===== src/rtl/fpd_pkg.sv =====
// Shared definitions for the fractional pixel clock divider.
// Assumes a two-bit register index on the write port.
package fpd_pkg;
    typedef enum logic [1:0] {
        SEL_DIV  = 2'd0,
        SEL_EDGE = 2'd1,
        SEL_CTRL = 2'd2,
        SEL_NONE = 2'd3
    } reg_sel_e;

    localparam int CTRL_INV_BIT = 0;
    localparam int CTRL_BYP_BIT = 1;
endpackage


===== src/rtl/fpd_regs.sv =====
// Register file of the divider: pending divisor and edges, control bits,
// and a flag that marks pending values not yet applied.
// Assumes load_done pulses in the cycle the period logic takes the pending values.
module fpd_regs #(
    parameter int DIV_W      = 12,
    parameter int EDGE_W     = 9,
    parameter int DATA_W     = 32,
    parameter int FALL_LSB   = 16,
    parameter logic [DIV_W-1:0]  RESET_DIV  = 12'h010,
    parameter logic [EDGE_W-1:0] RESET_FALL = 9'd1
) (
    input  logic              clk,
    input  logic              rst_n,
    input  logic              wr_en,
    input  logic [1:0]        wr_addr,
    input  logic [DATA_W-1:0] wr_data,
    input  logic              load_done,
    output logic [DIV_W-1:0]  div_pend,
    output logic [EDGE_W-1:0] rise_pend,
    output logic [EDGE_W-1:0] fall_pend,
    output logic              inv,
    output logic              byp,
    output logic              upd
);
    import fpd_pkg::*;

    logic unused_wr_bits;
    assign unused_wr_bits = ^wr_data;

    // Decode writes into pending and control registers; track unapplied updates.
    always_ff @(posedge clk) begin
        if (!rst_n) begin
            div_pend  <= RESET_DIV;
            rise_pend <= '0;
            fall_pend <= RESET_FALL;
            inv       <= 1'b0;
            byp       <= 1'b0;
            upd       <= 1'b0;
        end else begin
            if (load_done) begin
                upd <= 1'b0;
            end
            if (wr_en) begin
                case (reg_sel_e'(wr_addr))
                    SEL_DIV: begin
                        div_pend <= wr_data[DIV_W-1:0];
                        upd      <= 1'b1;
                    end
                    SEL_EDGE: begin
                        rise_pend <= wr_data[EDGE_W-1:0];
                        fall_pend <= wr_data[FALL_LSB +: EDGE_W];
                        upd       <= 1'b1;
                    end
                    SEL_CTRL: begin
                        inv <= wr_data[CTRL_INV_BIT];
                        byp <= wr_data[CTRL_BYP_BIT];
                    end
                    default: ;
                endcase
            end
        end
    end
endmodule


===== src/rtl/fpd_period.sv =====
// Period sequencer: counts input cycles within an output period, chooses
// each period's length from the integer part plus the fractional carry,
// and applies pending settings only at a period boundary.
// Assumes the divisor is {integer, fraction} with FRAC_W fraction bits.
module fpd_period #(
    parameter int INT_W  = 8,
    parameter int FRAC_W = 4,
    parameter int EDGE_W = 9,
    parameter logic [INT_W+FRAC_W-1:0] RESET_DIV  = 12'h010,
    parameter logic [EDGE_W-1:0]       RESET_FALL = 9'd1,
    localparam int DIV_W  = INT_W + FRAC_W,
    localparam int PLEN_W = INT_W + 1
) (
    input  logic              clk,
    input  logic              rst_n,
    input  logic [DIV_W-1:0]  div_pend,
    input  logic [EDGE_W-1:0] rise_pend,
    input  logic [EDGE_W-1:0] fall_pend,
    input  logic              upd,
    output logic              load_done,
    output logic              last,
    output logic [PLEN_W-1:0] cnt,
    output logic [PLEN_W-1:0] plen,
    output logic [DIV_W-1:0]  div_act,
    output logic [EDGE_W-1:0] rise_act,
    output logic [EDGE_W-1:0] fall_act
);
    logic [FRAC_W-1:0] acc;
    logic [FRAC_W-1:0] acc_base;
    logic [DIV_W-1:0]  div_src;
    logic [INT_W-1:0]  int_src;
    logic [INT_W-1:0]  int_eff;
    logic [FRAC_W:0]   frac_sum;
    logic [PLEN_W-1:0] next_len;

    // Detect the final cycle of the running period.
    always_comb begin
        last      = (cnt == plen - PLEN_W'(1));
        load_done = last && upd;
    end

    // Length of the next period: clamped integer part plus the fractional carry.
    always_comb begin
        div_src  = upd ? div_pend : div_act;
        acc_base = upd ? '0 : acc;
        int_src  = div_src[DIV_W-1:FRAC_W];
        int_eff  = (int_src == '0) ? INT_W'(1) : int_src;
        frac_sum = {1'b0, acc_base} + {1'b0, div_src[FRAC_W-1:0]};
        next_len = PLEN_W'(int_eff) + PLEN_W'(frac_sum[FRAC_W]);
    end

    // Advance the cycle counter and roll into the next period at its end.
    always_ff @(posedge clk) begin
        if (!rst_n) begin
            cnt      <= '0;
            plen     <= PLEN_W'(1);
            acc      <= '0;
            div_act  <= RESET_DIV;
            rise_act <= '0;
            fall_act <= RESET_FALL;
        end else if (last) begin
            cnt  <= '0;
            plen <= next_len;
            acc  <= frac_sum[FRAC_W-1:0];
            if (upd) begin
                div_act  <= div_pend;
                rise_act <= rise_pend;
                fall_act <= fall_pend;
            end
        end else begin
            cnt <= cnt + PLEN_W'(1);
        end
    end
endmodule


===== src/rtl/fpd_wave.sv =====
// Output shaper: strobe at the first cycle of a period, active level
// between the rising and falling half-cycle positions, then the bypass
// override and the polarity inversion.
// Assumes cnt restarts at zero on every period.
module fpd_wave #(
    parameter int PLEN_W = 9,
    parameter int EDGE_W = 9,
    localparam int CMP_W = ((PLEN_W + 1) > EDGE_W) ? (PLEN_W + 1) : EDGE_W
) (
    input  logic [PLEN_W-1:0] cnt,
    input  logic [EDGE_W-1:0] rise_act,
    input  logic [EDGE_W-1:0] fall_act,
    input  logic              inv,
    input  logic              byp,
    output logic              pix_stb,
    output logic              pix_clk
);
    logic [CMP_W-1:0] half_pos;
    logic             level;

    // Compare the half-cycle position of this cycle with the edge window.
    always_comb begin
        half_pos = CMP_W'({cnt, 1'b0});
        level    = (half_pos >= CMP_W'(rise_act)) && (half_pos < CMP_W'(fall_act));
        pix_stb  = byp || (cnt == '0);
        pix_clk  = (byp || level) ^ inv;
    end
endmodule


===== src/rtl/fpclk_div.sv =====
// Fractional pixel clock divider top: register file, period sequencer
// and output shaper. All logic runs on the fast input clock; the pixel
// clock is delivered as a strobe plus a shaped level.
module fpclk_div #(
    parameter int INT_W    = 8,
    parameter int FRAC_W   = 4,
    parameter int EDGE_W   = 9,
    parameter int DATA_W   = 32,
    parameter int FALL_LSB = 16,
    localparam int DIV_W   = INT_W + FRAC_W,
    localparam int PLEN_W  = INT_W + 1,
    localparam logic [DIV_W-1:0]  RESET_DIV  = DIV_W'(1) << FRAC_W,
    localparam logic [EDGE_W-1:0] RESET_FALL = EDGE_W'(1)
) (
    input  logic              clk,
    input  logic              rst_n,
    input  logic              wr_en,
    input  logic [1:0]        wr_addr,
    input  logic [DATA_W-1:0] wr_data,
    output logic              pix_stb,
    output logic              pix_clk
);
    logic [DIV_W-1:0]  div_pend;
    logic [EDGE_W-1:0] rise_pend;
    logic [EDGE_W-1:0] fall_pend;
    logic              inv;
    logic              byp;
    logic              upd;
    logic              load_done;
    logic              last;
    logic [PLEN_W-1:0] cnt;
    logic [PLEN_W-1:0] plen;
    logic [DIV_W-1:0]  div_act;
    logic [EDGE_W-1:0] rise_act;
    logic [EDGE_W-1:0] fall_act;

    fpd_regs #(
        .DIV_W(DIV_W), .EDGE_W(EDGE_W), .DATA_W(DATA_W), .FALL_LSB(FALL_LSB),
        .RESET_DIV(RESET_DIV), .RESET_FALL(RESET_FALL)
    ) u_regs (
        .clk(clk), .rst_n(rst_n), .wr_en(wr_en), .wr_addr(wr_addr),
        .wr_data(wr_data), .load_done(load_done), .div_pend(div_pend),
        .rise_pend(rise_pend), .fall_pend(fall_pend), .inv(inv),
        .byp(byp), .upd(upd)
    );

    fpd_period #(
        .INT_W(INT_W), .FRAC_W(FRAC_W), .EDGE_W(EDGE_W),
        .RESET_DIV(RESET_DIV), .RESET_FALL(RESET_FALL)
    ) u_period (
        .clk(clk), .rst_n(rst_n), .div_pend(div_pend), .rise_pend(rise_pend),
        .fall_pend(fall_pend), .upd(upd), .load_done(load_done), .last(last),
        .cnt(cnt), .plen(plen), .div_act(div_act), .rise_act(rise_act),
        .fall_act(fall_act)
    );

    fpd_wave #(
        .PLEN_W(PLEN_W), .EDGE_W(EDGE_W)
    ) u_wave (
        .cnt(cnt), .rise_act(rise_act), .fall_act(fall_act), .inv(inv),
        .byp(byp), .pix_stb(pix_stb), .pix_clk(pix_clk)
    );
endmodule


===== config.mk =====
export PLATFORM = sky130hd
export DESIGN_NAME = fpclk_div
export DESIGN_NICKNAME = d
export VERILOG_FILES = /design/src/rtl/fpd_pkg.sv /design/src/rtl/fpd_regs.sv /design/src/rtl/fpd_period.sv /design/src/rtl/fpd_wave.sv /design/src/rtl/fpclk_div.sv
export SDC_FILE = /design/constraint.sdc
export NUM_CORES = 1
export LEC_CHECK = 0
export ABC_AREA = 1
export BUFFER_PORTS_ARGS = -buffer_cell sky130_fd_sc_hd__buf_2
export CAP_MARGIN = 30
export CORE_MARGIN = 5
export CORE_UTILIZATION = 59
export DETAILED_ROUTE_END_ITERATION = 8
export GPL_ROUTABILITY_DRIVEN = 0
export PLACE_DENSITY_LB_ADDON = 0.12
export SLEW_MARGIN = 20
export SYNTH_ARGS = -nofsm -noshare
export SYNTH_HDL_FRONTEND = slang
export SYNTH_SLANG_ARGS = --single-unit

===== constraint.sdc =====
create_clock -name clk -period 7.43 [get_ports clk]
set_clock_uncertainty 0.2 [all_clocks]
set_input_delay 1.8575 -clock clk [delete_from_list [all_inputs] [get_ports clk]]
set_output_delay 1.8575 -clock clk [all_outputs]
set_load 0.05 [all_outputs]

==> results of run 1 <==
cell usage after synthesis, drive strengths merged:
master / number / area, sq um
nand2: 141 / 534
clkbuf: 11 / 41.3
o41ai: 1 / 8.76
nand3b: 1 / 7.51
nor4: 1 / 6.26
clkinv: 2 / 7.51
o22ai: 4 / 25.0
nor2: 145 / 577
o21ai: 58 / 294
o2111ai: 1 / 8.76
nor3: 5 / 25.0
inv: 69 / 259
mux2i: 1 / 10.0
nand3: 37 / 203
xnor2: 1 / 8.76
dfxtp: 85 / 1700
xor2: 9 / 78.8
a21oi: 20 / 100
or2: 1 / 6.26
ha: 25 / 313
nand4: 5 / 31.3
buf: 10 / 67.6
fa: 1 / 20.0
o211ai: 3 / 27.5
path summary, 6_finish.rpt:
| kind | start | end | slack (ns) |
|---|---|---|---|
| max reg2reg | u_regs.upd$_SDFF_PN0_ | u_period.plen[6]$_SDFFE_PN0N_ | 3.46 |
| max | u_period.cnt[4]$_SDFF_PP0_ | pix_clk | 3.14 |
| min reg2reg | u_regs.div_pend[6]$_SDFFE_PN0P_ | u_regs.div_pend[6]$_SDFFE_PN0P_ | 0.27 |
| min | u_regs.div_pend[6]$_SDFFE_PN0P_ | u_regs.div_pend[6]$_SDFFE_PN0P_ | 0.27 |
metal layers:
layer,track usage,up-vias,part of all wire
met5,0,-,0
met4,0.0865,0,0.019
met3,0.0453,16,0.051
met2,0.362,88,0.44
met1,0.323,1786,0.49
li1,-,2056,-
sequential cells by signal, summed over array words and instances, names as in the netlist, 4 cells and up:
| signal | flops |
|---|---|
| u_period.acc | 4 |
| u_period.cnt | 9 |
| u_period.div_act | 12 |
| u_period.fall_act | 9 |
| u_period.plen | 9 |
| u_period.rise_act | 9 |
| u_regs.div_pend | 12 |
| u_regs.fall_pend | 9 |
| u_regs.rise_pend | 9 |
power breakdown:
part / switching, mW / internal, mW
registers: 0.0542 / 0.530
logic: 0.491 / 0.236
clock network: 0.180 / 0.137
critical path, delay by kind of cell (launching register included):
kind | cells | cell delay [ns]
AO/OA/AOI/OAI | 3 | 0.31
adder cells (fa/ha/maj) | 1 | 0.32
buffers and inverters | 1 | 0.25
flip-flops | 1 | 0.55
AND/OR/NAND/NOR | 6 | 0.44
final cells by class:
class,count,share of cell area
Clock buffer,10,0.0291
Clock inverter,6,0.0116
Inverter,71,0.0564
Multi-Input combinational cell,460,0.483
Sequential cell,85,0.360
Tap cell,99,0.0262
Timing Repair Buffer,30,0.0334
cell usage in the layout, fill, tap and decap left out, types with 2 or more instances in the layout:
cell type  instances
nand2_1          139
nor2_1           138
dfxtp_1           85
inv_1             66
o21ai_0           52
nand3_1           35
buf_2             27
ha_1              25
a21oi_1           20
clkbuf_8          10
xor2_1             9
nand4_1            5
o21ai_1            5
nor3_1             5
nor2_2             4
o22ai_1            4
inv_2              3
nor2_4             3
clkinv_4           3
buf_4              3
clkinv_1           2
o211ai_1           2
nand2_2            2
inv_6              2
cells by family (layout without fill, tap and decap cells):
| group | count (synthesis) | in the layout | share of synthesized area |
|---|---|---|---|
| and+or+nand+nor | 336 | 336 | 0.319 |
| buffers and inverters | 92 | 117 | 0.0861 |
| AOI/OAI and AO/OA | 87 | 87 | 0.106 |
| DFF | 85 | 85 | 0.390 |
| adders and majority gates | 26 | 26 | 0.0763 |
| xor gates and xnor gates | 10 | 10 | 0.0201 |
| muxes | 1 | 1 | 0.00229 |
through the flow:
step                std cells  setup WS (ns)  hold slack [ns]  area [sq um]
CTS                       760           3.10            0.266          4720
floorplan                 637           3.63            0.229          4360
global placement          744           3.58            0.243          4530
global route              761           2.95            0.286          4730
detailed placement        744           3.51            0.249          4530
finish                    761           3.14            0.265          4730
==> impl_metrics.toml, run 1 <==
[cells_and_area]
post-route-util = 0.655
multi_input_area_sq_mm = 0.00228
fin_nets = 720
drive_gt1_frac = 0.0952
n_fill_cell = 662
area_delta_synth_final_pct = 8.38
seq_area_sq_mm = 0.00170
n_antenna_cell = 0

[outcome]
status = "complete, no violations"

[floorplan]
io_pins = 39
die_width_microns = 96.0
die_h_microns = 96.0
fp.coreArea_sq_mm = 0.00721
floorplan.initialDensity = 0.605
dieArea_sq_mm = 0.00921
core.rowCount = 31

[route]
drtIter0Drc = 208
firstDrtPassIters = 4
wl_per_cell_microns = 12.6
wl_mm = 9.59
via_per_inst = 5.19
via_count = 3946
ant_nets = 0
drc = 0

[critical_path]
cp_data_arrival_time_ns = 2.23
end_kind = "primary output"
worst_ep_required_time_ns = 5.37
cpMostUsedCell = "nand2_1"
rr_worst_depth = 13
crit_slowest_cell = "dfxtp_1"
path_cells = "ha_1, a21oi_1, o21ai_0, nand2_1, o211ai_1, nor2_1, nand2_1, nand2_1, nand2_1, nand2_1, buf_2"
startpoint_type = "register"
critPathKind = "reg2out"
path_max_fanout = 7
cpPeakStageDelay_ns = 0.55

[global_routing]
grt_remaining_overflow = 0
grt_pass1_wl_mm = 17.0
grt_max_degree = 75
antenna_found_initial = 0
grt.total_usage = 0.234
grt_pass1_vias = 3726

[yosys]
syn_inst = 637
syn-num-nets = 700
ys_types = 35
syn_area_sq_mm = 0.00436
avgSynthCellArea_sq_um = 6.85
seq_area_frac_synth = 0.390
yosysWarnings = 0
postSynthRegisterBits = 85

[clock_tree]
max-clock-path-buffers = 2
ctsHoldBuffers = 0
cts_inserted_buffers = 9
clk_latency_ns = 0.36
postCtsSetupBuffers = 0
cts_tree = "done"
cts_root_buf = "clkbuf_8"
clkTransAtPathRegs_ns = 0.09
cts_resized = 0
cts.sinks = 85
htree_levels = 3

[sta]
period_minus_slack_ns = 4.29
drv_slew = 0
hold_viol_final = 0
fmax_mhz = 233
rsz0062_at_grt = "false"
post-route-period-util = 0.578
setup_viol = 0
max_slew_margin = 0.396
tightest_slew_ns = 0.905
tns_ns = 0

[power]
leakage_nw = 2.37
vdd_drop_max_uv = 295
powerDensity_mw_per_mm2 = 345
p_total_mw = 1.63

[job]
maxCapViolCount = 0

[hold_path]
hold_path_class = "reg2reg"
holdPathStages = 2

[placed_design]
dp_hpwl_mm = 6.77
port_buffers = 27
(Power assumes the default switching activity.)
==> run 2, diff against run 1 <==
==> constraint.sdc (replaced) <==
create_clock -name clk -period 4.1 [get_ports clk]
set_clock_uncertainty 0.2 [all_clocks]
set_input_delay 1.025 -clock clk [delete_from_list [all_inputs] [get_ports clk]]
set_output_delay 1.025 -clock clk [all_outputs]
set_load 0.05 [all_outputs]
==> run 2 against run 1 <==
Global-route usage is 0.27 points lower. Clock power is 120% higher. Routed wire length is 2.0% higher. Flip-flop and latch count stayed put. Core utilization is 0.75 points higher. Worst setup slack worse by 2.4 ns. Sequential share of layout area is 0.41 points lower. Cell area is 1.1% higher. Via count is 0.91% higher. Register-to-register slack worse by 2.5 ns. Final cell count is 0.13% higher. Critical endpoint unchanged. Highest routed layer unchanged.
==> impl_metrics.toml, run 2 (same netlist as run 1, synthesis figures left out) <==
[sta]
period_minus_slack_ns = 3.38
hold_viol_final = 0
setup_viol = 0
tns_ns = 0
fmax_mhz = 296
rsz0062_at_grt = "false"
post-route-period-util = 0.824
drv_slew = 0
tightest_slew_ns = 0.623
max_slew_margin = 0.585

[clock_tree]
postCtsSetupBuffers = 0
max-clock-path-buffers = 2
htree_levels = 3
clk_latency_ns = 0.35
ctsHoldBuffers = 0
cts_resized = 0
clkTransAtPathRegs_ns = 0.08
cts.sinks = 85
cts_root_buf = "clkbuf_8"
cts_tree = "done"
cts_inserted_buffers = 9

[critical_path]
crit_end = "pix_clk"
rr_worst_depth = 12
critPathKind = "reg2out"
r2r-start = "u_regs.upd$_SDFF_PN0_"
cp_data_arrival_time_ns = 2.15
rr_endpoint = "u_period.plen[6]$_SDFFE_PN0N_"
rrSetupSlack_ns = 0.97
worst_ep_required_time_ns = 2.87
path_max_fanout = 7
cp-startpoint = "u_period.cnt[4]$_SDFF_PP0_"
end_kind = "primary output"
startpoint_type = "register"

[route]
drtIter0Drc = 250
via_count = 3982
wl_per_cell_microns = 12.8
wl_mm = 9.78
ant_nets = 0
via_per_inst = 5.23
firstDrtPassIters = 5
drc = 0

[hold_path]
hold_path_class = "reg2reg"

[global_routing]
antenna_found_initial = 0
grt_max_degree = 71
grt_pass1_vias = 3639
grt_pass1_wl_mm = 16.7
grt_remaining_overflow = 0
grt.total_usage = 0.231

[cells_and_area]
post-route-util = 0.663
layout_common_cells = "139 x nand2_1, 138 x nor2_1, 85 x dfxtp_1, 66 x inv_1, 52 x o21ai_0"
top_regs = "u_period.div_act x12, u_regs.div_pend x12"
fin_nets = 721
final_common_cell = "nand2_1"
n_fill_cell = 681
drive_gt1_frac = 0.0950
area_delta_synth_final_pct = 9.61
n_antenna_cell = 0

[floorplan]
die_width_microns = 96.0
die_h_microns = 96.0
fp.coreArea_sq_mm = 0.00721
dieArea_sq_mm = 0.00921
core.rowCount = 31
floorplan.initialDensity = 0.605
io_pins = 39

[power]
leakage_nw = 2.39
vdd_drop_max_uv = 665
powerDensity_mw_per_mm2 = 646

[job]
maxCapViolCount = 0

[placed_design]
dp_hpwl_mm = 6.94
port_buffers = 27

[outcome]
status = "complete, no violations"
-- run 2: critical path: stages (launching register included) --
cell      delay, ns
dfxtp_1        0.51
ha_1           0.30
a21oi_1        0.13
o21ai_0        0.09
nand2_1        0.07
o211ai_1       0.08
nor2_1         0.10
nand2_1        0.10
nand2_1        0.07
nand2_1        0.05
nand2_1        0.05
buf_2          0.25
-- run 2: layer usage --
metal | GRT usage | up-vias | wire (microns)
li1 | - | 2055 | -
met3 | 0.0469 | 9 | 414
met1 | 0.323 | 1844 | 4710
met5 | 0 | - | 0
met2 | 0.363 | 74 | 4570
met4 | 0.0616 | 0 | 87
-- run 2: cell type report --
type,instances,area (sq um),share of cell area
multi-input cells,460,2280,0.478
clock inverters,6,111,0.0233
clock buffers,10,128,0.0267
well taps,99,124,0.0259
inverters,71,267,0.0557
repair buffers,31,165,0.0345
flip-flops and latches,85,1700,0.356
-- run 2: how the worst min path moves through the flow --
stage / slack (ns) / startpoint / to / cells past startpoint
2_1_floorplan: 0.23 / u_regs.div_pend[4]$_SDFFE_PN1P_ / u_regs.div_pend[4]$_SDFFE_PN1P_ / 2
3_3_place_gp: 0.24 / u_regs.fall_pend[0]$_SDFFE_PN1P_ / u_regs.fall_pend[0]$_SDFFE_PN1P_ / 2
3_5_place_dp: 0.25 / u_regs.div_pend[6]$_SDFFE_PN0P_ / u_regs.div_pend[6]$_SDFFE_PN0P_ / 2
4_1_cts: 0.26 / u_regs.div_pend[6]$_SDFFE_PN0P_ / u_regs.div_pend[6]$_SDFFE_PN0P_ / 2
5_1_grt: 0.29 / u_regs.div_pend[9]$_SDFFE_PN0P_ / u_regs.div_pend[9]$_SDFFE_PN0P_ / 2
6_report: 0.26 / u_regs.div_pend[6]$_SDFFE_PN0P_ / u_regs.div_pend[6]$_SDFFE_PN0P_ / 2
-- run 2: per-stage QoR --
step                      setup slack (ns)  std cells  total power [mW]  area [sq um]  hold WS (ns)
final                                0.722        762              3.09          4780         0.260
after global placement                1.10        745              2.34          4530         0.243
after detailed placement              1.10        745              2.38          4530         0.250
after global routing                 0.561        762              3.35          4780         0.290
after floorplan                       1.14        637              2.17          4360         0.229
after CTS                            0.710        761              3.08          4770         0.262
-- run 2: power breakdown --
group / total [mW] / switching (mW) / internal [mW]
clock: 0.703 / 0.298 / 0.405
combinational: 1.34 / 0.908 / 0.431
sequential: 1.05 / 0.0856 / 0.960
==> run 3, diff against run 2 <==
--- a/config.mk
+++ b/config.mk
@@ -9,7 +9,7 @@
 export BUFFER_PORTS_ARGS = -buffer_cell sky130_fd_sc_hd__buf_2
 export CAP_MARGIN = 30
 export CORE_MARGIN = 5
-export CORE_UTILIZATION = 59
+export CORE_UTILIZATION = 54
 export DETAILED_ROUTE_END_ITERATION = 8
 export GPL_ROUTABILITY_DRIVEN = 0
 export PLACE_DENSITY_LB_ADDON = 0.12
==> constraint.sdc (replaced) <==
create_clock -name clk -period 2.9 [get_ports clk]
set_clock_uncertainty 0.2 [all_clocks]
set_input_delay 0.725 -clock clk [delete_from_list [all_inputs] [get_ports clk]]
set_output_delay 0.725 -clock clk [all_outputs]
set_load 0.05 [all_outputs]
==> run 3 against run 2 <==
Sequential share of layout area shrank 1.2 points. Worst setup slack lost 0.66 ns. Cell area grew 5.5%. Non-clock buffer count grew 14. Count of clock-buffer cells in the layout shrank 1. Routed wire length grew 5.7%. Power grew 44%. Critical path type unchanged. Critical endpoint unchanged. Largest power group unchanged.
==> impl_metrics.toml, run 3 (same netlist as run 1, synthesis figures left out) <==
[floorplan]
fp.coreArea_sq_mm = 0.00781
floorplan.initialDensity = 0.559
io_pins = 39
die_width_microns = 99.9
dieArea_sq_mm = 0.00998
die_h_microns = 99.9
core.rowCount = 32

[outcome]
status = "complete, no violations"

[clock_tree]
cts_tree = "done"
clkTransAtPathRegs_ns = 0.09
htree_levels = 3
cts_root_buf = "clkbuf_8"
cts.sinks = 85
clk_latency_ns = 0.36
cts_inserted_buffers = 9
max-clock-path-buffers = 2
ctsHoldBuffers = 0

[critical_path]
rrSetupSlack_ns = 0.23
rr_endpoint = "u_period.plen[4]$_SDFFE_PN0N_"
cpMostUsedCell = "nand2_1"
r2r-start = "u_regs.upd$_SDFF_PN0_"
rr_worst_depth = 14
cp_data_arrival_time_ns = 1.91
path_max_fanout = 6
crit_slowest_cell = "dfxtp_4"
path_cells = "ha_1, nand2_1, nor4_2, nor2_1, nand2_2, nand2_1, nand2_1, nand2_2, buf_8"
critPathKind = "reg2out"
end_kind = "primary output"
worst_ep_required_time_ns = 1.98
startpoint_type = "register"
cpPeakStageDelay_ns = 0.39

[global_routing]
grt_remaining_overflow = 0
grt.total_usage = 0.216
met2_usage = 0.342
grt_use_met3 = 0.0313
grt_max_degree = 58
busiest_layer = "met2"
antenna_found_initial = 0
grt_pass1_vias = 3627
grt_pass1_wl_mm = 17.2
use_met1 = 0.300

[route]
drtIter0Drc = 251
via_count = 4017
wl_per_cell_microns = 13.3
ant_nets = 0
firstDrtPassIters = 4
drc = 0
wl_mm = 10.3
via_per_inst = 5.16

[sta]
setup_slack_ns = 0.0633
post-route-period-util = 0.978
rsz0062_at_grt = "true"
period_minus_slack_ns = 2.84
max_slew_margin = 0.591
setup_viol = 0
hold_viol_final = 0
drv_slew = 0
tightest_slew_ns = 0.612
fmax_mhz = 353

[power]
vdd_drop_max_uv = 438
swShare = 0.446
p_int_mw = 2.47
p_total_mw = 4.45
p_comb_frac = 0.482
pwr-share-seq = 0.334
leakage_nw = 2.48
powerDensity_mw_per_mm2 = 883
p_switching_mw = 1.98
p_clk_frac = 0.184

[cells_and_area]
top_regs = "u_period.div_act x12, u_regs.div_pend x12"
area_delta_synth_final_pct = 15.7
fin_nets = 735
drive_gt1_frac = 0.162
post-route-util = 0.646
final_common_cell = "nor2_1"
layout_common_cells = "137 x nor2_1, 135 x nand2_1, 75 x dfxtp_1, 62 x inv_1, 47 x o21ai_0"
n_antenna_cell = 0

[hold_path]
holdPathStages = 2
hold_path_class = "reg2reg"
whs_endpoint = "u_regs.div_pend[6]$_SDFFE_PN0P_"
min-delay-start = "u_regs.div_pend[6]$_SDFFE_PN0P_"

[placed_design]
dpl_worst_slack_ns = -0.0126
dp_hpwl_mm = 7.27
port_buffers = 27

[job]
maxCapViolCount = 0
run 3: cell types whose count changed in the layout (fill, tap and decap cells not counted), sizes merged:
cell / before / now
clkbuf: 10 / 9
inv: 69 / 75
clkinv: 4 / 2
bufinv: 3 / 0
buf: 31 / 45
run 3: per-stage QoR:
| step | cell area, sq um | TNS (ns) | instances | hold slack, ns |
|---|---|---|---|---|
| 3_3_place_gp | 4640 | 0 | 758 | 0.240 |
| 2_1_floorplan | 4360 | 0 | 637 | 0.229 |
| 3_5_place_dp | 4640 | -0.0126 | 758 | 0.248 |
| 6_report | 5050 | 0 | 779 | 0.258 |
| 5_1_grt | 5050 | -0.0703 | 779 | 0.278 |
| 4_1_cts | 4860 | -0.0193 | 774 | 0.263 |
run 3: power groups by stage:
| stage | combinational, mW | sequential [mW] | clock, mW |
|---|---|---|---|
| 2_1_floorplan | 1.59 | 1.47 | 0 |
| 3_3_place_gp | 1.91 | 1.50 | 0 |
| 3_5_place_dp | 1.95 | 1.51 | 0 |
| 4_1_cts | 2.00 | 1.48 | 0.838 |
| 5_1_grt | 2.45 | 1.51 | 0.896 |
| 6_report | 2.15 | 1.49 | 0.818 |
run 3: cell type report:
class,instances,area [sq um]
clock buffer,9,124
clock inverter,7,65.1
fill,717,2760
inverter,71,267
multi-input combinational,460,2420
sequential,85,1730
tap,102,128
timing repair buffer,45,305
run 3: metal layers:
metal,wire (microns),vias up,share of wire
li1,-,2091,-
met3,520,13,0.050
met5,0,-,0
met1,4880,1814,0.47
met4,170,0,0.016
met2,4770,99,0.46
run 3: worst max path at each step:
| stage | startpoint | end | cells after the start |
|---|---|---|---|
| 6_report | u_period.cnt[1]$_SDFF_PP0_ | pix_clk | 9 |
| 5_1_grt | u_period.fall_act[7]$_SDFFE_PN0P_ | pix_clk | 10 |
| 4_1_cts | u_period.cnt[3]$_SDFF_PP0_ | pix_clk | 8 |
| 3_5_place_dp | u_regs.upd$_SDFF_PN0_ | u_period.plen[6]$_SDFFE_PN0N_ | 12 |
| 3_3_place_gp | u_regs.upd$_SDFF_PN0_ | u_period.plen[6]$_SDFFE_PN0N_ | 12 |
| 2_1_floorplan | u_regs.upd$_SDFF_PN0_ | u_period.plen[4]$_SDFFE_PN0N_ | 14 |
run 3: what timing repair did:
action / 4_1_cts / 5_1_grt
setup buffers: 0 / 5
endpoints found under the setup margin: 2 / 5
pin swaps: 0 / 7
gates cloned: 0 / 0
resized for setup: 11 / 39
run 3: critical path, delay by kind of cell (launching register included):
family / cells / cell delay (ns)
adders and majority gates: 1 / 0.28
and+or+nand+nor: 7 / 0.74
buffers and inverters: 1 / 0.14
DFF: 1 / 0.39
